==> src/rtl/rxq_pkg.sv <==
package rxq_pkg;
    typedef enum logic [1:0] {
        EV_NONE = 2'd0,
        EV_PUSH = 2'd1,
        EV_POP  = 2'd2,
        EV_BOTH = 2'd3
    } rxq_ev_e;
endpackage

==> src/rtl/rxq_store.sv <==
module rxq_store #(
    parameter int DATA_W = 8,
    parameter int DEPTH  = 32,
    parameter int PTR_W  = 5
) (
    input  logic              clk,
    input  logic              rst_n,
    input  logic              we,
    input  logic [PTR_W-1:0]  waddr,
    input  logic [DATA_W-1:0] wdata,
    input  logic              re,
    input  logic [PTR_W-1:0]  raddr,
    output logic [DATA_W-1:0] rdata
);
    logic [DATA_W-1:0] mem_q [DEPTH];
    logic [DATA_W-1:0] rdata_d, rdata_q;

    always_ff @(posedge clk) begin
        if (we) mem_q[waddr] <= wdata;
    end

    always_comb begin
        rdata_d = rdata_q;
        if (re) rdata_d = mem_q[raddr];
    end

    always_ff @(posedge clk or negedge rst_n) begin
        if (!rst_n) rdata_q <= '0;
        else        rdata_q <= rdata_d;
    end

    assign rdata = rdata_q;
endmodule

==> src/rtl/rxq_rts.sv <==
module rxq_rts
    import rxq_pkg::*;
#(
    parameter int CNT_W   = 6,
    parameter int HI_MARK = 16,
    parameter int LO_MARK = 8
) (
    input  logic             clk,
    input  logic             rst_n,
    input  logic             flush,
    input  rxq_ev_e          ev,
    input  logic [CNT_W-1:0] cnt_next,
    output logic             rts
);
    logic rts_d, rts_q;

    always_comb begin
        rts_d = rts_q;
        if (flush)
            rts_d = 1'b1;
        else if (ev == EV_PUSH && cnt_next == CNT_W'(HI_MARK))
            rts_d = 1'b0;
        else if (ev == EV_POP && cnt_next == CNT_W'(LO_MARK))
            rts_d = 1'b1;
    end

    always_ff @(posedge clk or negedge rst_n) begin
        if (!rst_n) rts_q <= 1'b1;
        else        rts_q <= rts_d;
    end

    assign rts = rts_q;
endmodule

==> src/rtl/rxq_trap.sv <==
module rxq_trap #(
    parameter int              DATA_W    = 8,
    parameter bit              TRAP_EN   = 1'b1,
    parameter logic [DATA_W-1:0] TRAP_BYTE = 8'hA5
) (
    input  logic              clk,
    input  logic              rst_n,
    input  logic              wr_valid,
    input  logic [DATA_W-1:0] wr_data,
    output logic              hit,
    output logic              pulse
);
    logic pulse_d, pulse_q;

    generate
        if (TRAP_EN) begin : g_trap
            assign hit = wr_valid && (wr_data == TRAP_BYTE);
        end else begin : g_notrap
            assign hit = 1'b0;
        end
    endgenerate

    always_comb pulse_d = hit;

    always_ff @(posedge clk or negedge rst_n) begin
        if (!rst_n) pulse_q <= 1'b0;
        else        pulse_q <= pulse_d;
    end

    assign pulse = pulse_q;

    // a reboot pulse follows only a strobed trap byte
    a_r10_pulse_source: assert property (@(posedge clk) disable iff (!rst_n)
        pulse_q |-> (TRAP_EN && $past(wr_valid) && $past(wr_data) == TRAP_BYTE));
endmodule

==> src/rtl/rxq_flow_buf.sv <==
module rxq_flow_buf
    import rxq_pkg::*;
#(
    parameter int                DATA_W    = 8,
    parameter int                DEPTH     = 32,
    parameter bit                TRAP_EN   = 1'b1,
    parameter logic [DATA_W-1:0] TRAP_BYTE = 8'hA5
) (
    input  logic                       clk,
    input  logic                       rst_n,
    input  logic                       wr_valid,
    input  logic [DATA_W-1:0]          wr_data,
    input  logic                       rd_req,
    output logic [DATA_W-1:0]          rd_data,
    output logic                       rd_valid,
    input  logic                       flush,
    output logic [$clog2(DEPTH+1)-1:0] count,
    output logic                       data_avail,
    output logic                       rts,
    output logic                       reboot_req
);
    localparam int PTR_W   = $clog2(DEPTH);
    localparam int CNT_W   = $clog2(DEPTH + 1);
    localparam int HI_MARK = DEPTH / 2;
    localparam int LO_MARK = DEPTH / 4;

    typedef struct packed {
        logic [PTR_W-1:0] wptr;
        logic [PTR_W-1:0] rptr;
        logic [CNT_W-1:0] cnt;
        logic             rd_vld;
    } ctl_t;

    ctl_t    ctl_d, ctl_q;
    logic    trap_hit, push, pop;
    rxq_ev_e ev;

    function automatic logic [PTR_W-1:0] bump(input logic [PTR_W-1:0] p);
        return (p == PTR_W'(DEPTH - 1)) ? '0 : p + 1'b1;
    endfunction

    rxq_trap #(.DATA_W(DATA_W), .TRAP_EN(TRAP_EN), .TRAP_BYTE(TRAP_BYTE)) u_trap (
        .clk(clk), .rst_n(rst_n), .wr_valid(wr_valid), .wr_data(wr_data),
        .hit(trap_hit), .pulse(reboot_req)
    );

    always_comb begin
        push  = wr_valid && !trap_hit && !flush && (ctl_q.cnt != CNT_W'(DEPTH));
        pop   = rd_req && !flush && (ctl_q.cnt != '0);
        ev    = rxq_ev_e'({pop, push});
        ctl_d = ctl_q;
        ctl_d.rd_vld = pop;
        if (flush) begin
            ctl_d.wptr = '0;
            ctl_d.rptr = '0;
            ctl_d.cnt  = '0;
        end else begin
            if (push) ctl_d.wptr = bump(ctl_q.wptr);
            if (pop)  ctl_d.rptr = bump(ctl_q.rptr);
            case (ev)
                EV_PUSH: ctl_d.cnt = ctl_q.cnt + 1'b1;
                EV_POP:  ctl_d.cnt = ctl_q.cnt - 1'b1;
                default: ctl_d.cnt = ctl_q.cnt;
            endcase
        end
    end

    always_ff @(posedge clk or negedge rst_n) begin
        if (!rst_n) ctl_q <= '0;
        else        ctl_q <= ctl_d;
    end

    rxq_store #(.DATA_W(DATA_W), .DEPTH(DEPTH), .PTR_W(PTR_W)) u_store (
        .clk(clk), .rst_n(rst_n),
        .we(push), .waddr(ctl_q.wptr), .wdata(wr_data),
        .re(pop), .raddr(ctl_q.rptr), .rdata(rd_data)
    );

    rxq_rts #(.CNT_W(CNT_W), .HI_MARK(HI_MARK), .LO_MARK(LO_MARK)) u_rts (
        .clk(clk), .rst_n(rst_n), .flush(flush), .ev(ev),
        .cnt_next(ctl_d.cnt), .rts(rts)
    );

    assign count      = ctl_q.cnt;
    assign data_avail = (ctl_q.cnt != '0);
    assign rd_valid   = ctl_q.rd_vld;

    // occupancy never exceeds the depth
    a_r2_bounded: assert property (@(posedge clk) disable iff (!rst_n)
        ctl_q.cnt <= CNT_W'(DEPTH));
    // write pointer frozen while full
    a_r3_full_hold: assert property (@(posedge clk) disable iff (!rst_n)
        (ctl_q.cnt == CNT_W'(DEPTH) && !flush) |=> $stable(ctl_q.wptr));
    // rts only falls at the half mark
    a_r4_rts_fall: assert property (@(posedge clk) disable iff (!rst_n)
        $fell(rts) |-> ctl_q.cnt == CNT_W'(HI_MARK));
    // rts only rises at the quarter mark or after a flush
    a_r5_rts_rise: assert property (@(posedge clk) disable iff (!rst_n)
        $rose(rts) |-> (ctl_q.cnt == CNT_W'(LO_MARK) || ctl_q.cnt == '0));
    // concurrent write and read keep the count
    a_r6_both_stable: assert property (@(posedge clk) disable iff (!rst_n)
        (wr_valid && !trap_hit && rd_req && !flush && ctl_q.cnt != '0
         && ctl_q.cnt != CNT_W'(DEPTH)) |=> $stable(ctl_q.cnt));
    // empty read gives no valid strobe
    a_r7_empty_read: assert property (@(posedge clk) disable iff (!rst_n)
        (rd_req && ctl_q.cnt == '0) |=> !rd_valid);
    // flush empties and re-enables the sender
    a_r8_flush: assert property (@(posedge clk) disable iff (!rst_n)
        flush |=> (ctl_q.cnt == '0 && rts));
endmodule

==> config.mk <==
export PLATFORM = sky130hd
export DESIGN_NAME = rxq_flow_buf
export DESIGN_NICKNAME = d
export VERILOG_FILES = /design/src/rtl/rxq_pkg.sv /design/src/rtl/rxq_store.sv /design/src/rtl/rxq_rts.sv /design/src/rtl/rxq_trap.sv /design/src/rtl/rxq_flow_buf.sv
export SDC_FILE = /design/constraint.sdc
export NUM_CORES = 1
export LEC_CHECK = 0
export BUFFER_PORTS_ARGS = -buffer_cell sky130_fd_sc_hd__buf_2
export CAP_MARGIN = 10
export CORE_MARGIN = 4
export CORE_UTILIZATION = 50
export CTS_CLUSTER_SIZE = 28
export DETAILED_ROUTE_END_ITERATION = 8
export MAX_ROUTING_LAYER = met4
export PLACE_DENSITY = 0.65
export REMOVE_ABC_BUFFERS = 1
export SLEW_MARGIN = 25
export SYNTH_ARGS = -nofsm -noshare
export SYNTH_HDL_FRONTEND = slang
export SYNTH_HIERARCHICAL = 1
export SYNTH_SLANG_ARGS = --single-unit
==> constraint.sdc <==
create_clock -name clk -period 11.6 [get_ports clk]
set_clock_uncertainty 0.15 [all_clocks]
set_input_delay 2.32 -clock clk [delete_from_list [all_inputs] [get_ports clk]]
set_output_delay 2.32 -clock clk [all_outputs]
set_load 0.02 [all_outputs]
# [Yosys cells after proc, flatten, opt, wreduce, memory -nomap -nowiden]
# Memory sizes are Yosys's and may differ from the RTL's. A register that Yosys moved wholly into a read port is not among the register bits.
# Index checks and enable logic that the tools add are counted.
# W data, S select, Z words.
[op_classes] eq_ne=8 n_addsub=4 n_reduce_logical=15 n_mux=11
[ops] cell="$mux W5" count=4
[ops] cell="$mux W16" count=1
[ops] cell="$pmux W6 S2" count=1
[ops] cell="$add A5 B1 Y5 const B" count=2
[ops] cell="$eq A5 B5 Y1 const B" count=2
[ops] cell="$eq A8 B8 Y1 const B" count=1
[ops] cell="$logic_and A1 B1 Y1" count=8
[ops] cell="$add A6 B1 Y6 const B" count=1
[ops] cell="$eq A6 B4 Y1 const B" count=1
[ops] cell="$eq A6 B5 Y1 const B" count=1
[ops] cell="$ne A6 B6 Y1 const B" count=1
[ops] cell="$reduce_bool A6 Y1" count=1
[ops] cell="$sub A6 B1 Y6 const B" count=1
[ops] cell="$mux W1" count=5
[ops] cell="$reduce_bool A2 Y1" count=2
[ops] cell="$logic_not A1 Y1" count=3
[ops] cell="$reduce_bool A3 Y1" count=1
[ops] cell="$eq A2 B1 Y1 const B" count=1
[ops] cell="$eq A2 B2 Y1 const B" count=1
[word_totals] mem_bits_rw=256 inputBits=13 reg_bits=19 n_memories=1
[memory_table] name="u_store.mem_q" depth=32 word_bits=8 rd=1 rd_ports_with_merged_regs=1 wr=1 line="rxq_store.sv:15" text="logic [DATA_W-1:0] mem_q [DEPTH];"

# [Depth between registers and ports, before layout]
[logic_depth] depth_word=14 mapped_depth=13 depth_no_buf=13

# [Modules after synthesis]
# Netlist, hierarchy kept.
[modules_own_cells] module="rxq_store" seq_area_each_um2=7887.6 n_inst=1 cells_per_inst=591 area_per_inst_um2=10421.2
[modules_own_cells] module="rxq_flow_buf" seq_area_each_um2=425.4 n_inst=1 cells_per_inst=114 area_per_inst_um2=1122.3
[modules_own_cells] module="rxq_rts" seq_area_each_um2=26.3 n_inst=1 cells_per_inst=7 area_per_inst_um2=78.8
[modules_own_cells] module="rxq_trap" seq_area_each_um2=25.0 n_inst=1 cells_per_inst=4 area_per_inst_um2=53.8

# [Worst setup path before layout]
# Ideal clock, no wire load.
[synth_path] path_kind="input to register" from="input port flush" to="register u_rts.rts_q (netlist: u_rts/rts)" setup_slack_ps=6143 setup_time_ps=77 arrival_time_ps=5230 path_stages=12 t_required_ps=11373 path_buffers=2 cell_sequence="clkbuf_1 > clkbuf_1 > nor2_1 > ha_1 > ha_1 > or4b_2 > o31ai_1 > nor4_1 > nor3_1 > nor4_4 > a41o_1 > a21o_1"
[synth_lines] item="start, declared" line="rxq_flow_buf.sv:16" text="input logic flush,"
[synth_lines] item="end signal, assigned" line="rxq_rts.sv:29" text="else rts_q <= rts_d;"
[synth_lines] item="end, declared" line="rxq_rts.sv:15" text="logic rts_d, rts_q;"

==> metrics.yaml <==
run_status:
  status: "finished clean"
cts:
  cts.path.max_buffers: 3
  clk_pin_slew_worst_paths_ps: 70
  cts-root-buf: "clkbuf_16"
  post-cts-setup-buffers: 0
  clock_sinks: 283
  htreeDepth: 1
  clkLatencyLatePin_ps: 530
  hold_buffers: 0
  cts_tree: "yes"
  cts-resized-gates: 0
  cts_buffers: 28
layout:
  fin_area_um2: 13000
  syn_to_final_growth_pct: 11.7
  fin_nets: 775
  filler_cell_count: 1766
  multi_input_area_um2: 3070
  n_antenna_cell: 0
  drive_above_1_share_pct: 16.7
  ff_latch_area_um2: 8370
placed_design:
  place.gp.congestion: 0.900
  hpwlAfterDp_mm: 17.0
  pre_cts_ws_ps: 5270
  placed_cell_area_um2: 12100
  port_buffers: 30
routing:
  dr.pass1.iters: 5
  routedWlPerCell_um: 25.8
  viasPerCell: 6.12
  initialDrtViolationCount: 829
  drt_wl_total_mm: 28.0
  drc: 0
  routed-via-count: 6651
  drtAntennaViolNets: 0
synthesis:
  synth_area_leader_cell: "edfxtp_1"
  yosys.area_share.xor_xnor_pct: 0.150
  synth-edff-count: 256
  synth_cell_type_count: 55
  syn_area_um2: 11700
  yosys_warnings: 6
  synth_seq_area_share_pct: 71.6
  synth_top_family_by_area: "multiplexers"
  ys.flop_type: "edfxtp_1"
  synth_mux_area_share_pct: 12.0
  synthAdderAreaFrac_pct: 1.14
  yosys-top-cells-area: "edfxtp_1, mux2i_1, dfrtp_1"
  synth.top_cell.area_share_pct: 65.8
  synth_cells: 716
  ys_ff_latch: 283
  async_flop_share_pct: 9.54
  synth_compound_area_share_pct: 7.36
  synthSimpleGateAreaFrac_pct: 5.20
  syn_area_per_cell_um2: 16.3
floorplan:
  initial_core_util_pct: 51.3
  core-area_um2: 22800
  ioPinCount: 31
  dieHeight_um: 161
  rows: 55
  die_w_um: 161
  fp.dieArea_um2: 25900
timing:
  fin_tns_setup_ps: 0
  worst_pin_slew_ps: 1070
  setup_viol: 0
  rsz0062_at_grt: "false"
  finalCriticalPeriod_ps: 5770
  max_freq_mhz: 173
  drv_slew: 0
  finalCritPeriodShare_pct: 49.8
  finalHoldViolations: 0
  worst_slack_ps: 5830
  slew_headroom_pct: 28.6
pwr:
  internal_power_mw: 1.74
  p_seq_share_pct: 50.6
  combinationalPowerShare_pct: 12.9
  p_clk_share_pct: 36.6
  p_sw_mw: 0.570
  p_sw_share_pct: 24.7
  ir_drop_mv: 0.143
  power_density_nw_per_um2: 177
  total_leakage_power_nw: 4.22
setup_path:
  worstPathRequired_ps: 11920
  crit_buf_inv: 1
  criticalPathCategory: "in2reg"
  cpMostUsedCell: "ha_1"
  crit_family: "simple AND/OR/NAND/NOR gates"
  slowest_stage: "or4b_2"
  cpPeakStageDelay_ps: 650
  arrival_ps: 6090
  endpoint_kind: "register"
  worstSetupStartpointType: "input pin"
  path_cells: "buf_2, nand4b_1, and4bb_1, nor2_1, o211ai_4, ha_1, ha_1, or4b_2, o31ai_1, nor4_1, nor3_1, nor4_4, a41o_1, a21o_1"
  critPathMaxFanout: 33
grt:
  first_global_vias: 6616
  overflow: 0
  grt_pass1_wl_mm: 41.8
  grt_antenna_before_repair: 0
  grt_max_degree: 49
  grt_usage_pct: 22.1
hold_path:
  hp-class: "reg2reg"
flow_run:
  max_cap_viol_count: 0
layout by cell type, fill, tap and decap left out, drive strengths merged, types with 2 or more instances in the layout:
master,instances
edfxtp,256
mux2i,131
a22oi,64
buf,50
nor2,47
a21oi,44
clkbuf,33
dfrtp,26
clkinv,14
nor4,12
nand2,9
ha,9
mux2,8
nand3b,7
or4b,5
nand3,4
o21ai,4
and3,3
a21o,3
or3,3
clkinvlp,3
or3b,3
inv,3
or2,2
a211o,2
nor3b,2
or4,2
a31oi,2
nor2b,2
nand2b,2
power groups by stage:
stage | clock (mW) | sequential (mW) | combinational, mW
3_5_place_dp | 0 | 1.19 | 0.293
3_3_place_gp | 0 | 1.19 | 0.285
2_1_floorplan | 0 | 1.23 | 0.202
4_1_cts | 0.860 | 1.17 | 0.294
5_1_grt | 0.905 | 1.17 | 0.319
6_report | 0.846 | 1.17 | 0.297
cells in the mapped netlist, types with 2 or more instances:
| cell type | number |
|---|---|
| or4_1 | 2 |
| buf_4 | 13 |
| nand2_1 | 9 |
| buf_2 | 10 |
| clkbuf_1 | 11 |
| dfrtp_1 | 26 |
| nor2_1 | 47 |
| or2_2 | 2 |
| nor3b_1 | 2 |
| a21oi_1 | 43 |
| nor4_1 | 11 |
| and3_1 | 3 |
| or3_1 | 3 |
| a22oi_1 | 64 |
| mux2_2 | 8 |
| nand3b_1 | 7 |
| a21o_1 | 3 |
| a211o_1 | 2 |
| o21ai_1 | 2 |
| o21ai_0 | 2 |
| buf_1 | 2 |
| mux2i_1 | 131 |
| nand2b_1 | 2 |
| ha_1 | 9 |
| or3b_2 | 3 |
| buf_6 | 8 |
| nand3_1 | 4 |
| a31oi_1 | 2 |
| or4b_1 | 3 |
| nor2b_1 | 2 |
| edfxtp_1 | 256 |
worst paths after layout:
| check | from | end | slack, ps | cells after the start |
|---|---|---|---|---|
| min in group asynchronous | rst_n | count[3] | 1700 | 1 |
| setup / recovery | wr_data[0] | u_rts/rts | 5830 | 14 |
| hold / removal | u_store/rdata[0] | u_store/rdata[0] | 380 | 1 |
| hold reg to reg | u_store/rdata[0] | u_store/rdata[0] | 380 | 1 |
| setup reg to reg | count[5] | u_rts/rts | 7420 | 13 |
| max in group asynchronous | rst_n | ctl_q[7] | 9040 | 1 |
final cells by class:
cell class / instances / share of cell area (%)
clock buffer: 33 / 5.68
tap: 313 / 3.00
multi-input combinational: 387 / 23.5
clock inverter: 19 / 0.950
inverter: 2 / 0.0576
timing repair buffer: 50 / 2.61
sequential: 283 / 64.2
state kept, by name (all words and copies together), names as in the netlist:
| name | cells |
|---|---|
| ctl_q | 10 |
| count | 6 |
| rd_valid | 1 |
| u_trap/pulse | 1 |
| u_rts/rts | 1 |
| u_store/rdata | 8 |
| u_store/mem_q | 256 |
through the flow:
stage | power [mW] | hold WS, ps | util (%) | instances
floorplan | 1.43 | 417 | - | 672
global placement | 1.47 | 361 | 53.1 | 1033
detailed placement | 1.48 | 355 | 53.2 | 1033
CTS | 2.32 | 381 | 57.0 | 1085
global route | 2.40 | 391 | 57.3 | 1087
finish | 2.31 | 379 | 57.3 | 1087
layer usage:
layer	wire (µm)	GRT usage [%]	vias to the layer above	share of wire, %
met1	12100	31.1	3408	43
met2	13100	33.2	284	47
met3	2020	3.44	58	7.2
met5	0	-	-	0
met4	892	7.52	0	3.2
li1	-	-	2901	-
cell families (layout without fill, tap and decap cells):
family,count (synthesis),count (layout)
flip-flops,283,283
AO/OA/AOI/OAI,127,127
buffers and inverters,46,104
adder cells (fa/ha/maj),10,10
multiplexers,139,139
AND/OR/NAND/NOR,109,109
XOR/XNOR,2,2
Power figures use the tool's default switching activity.
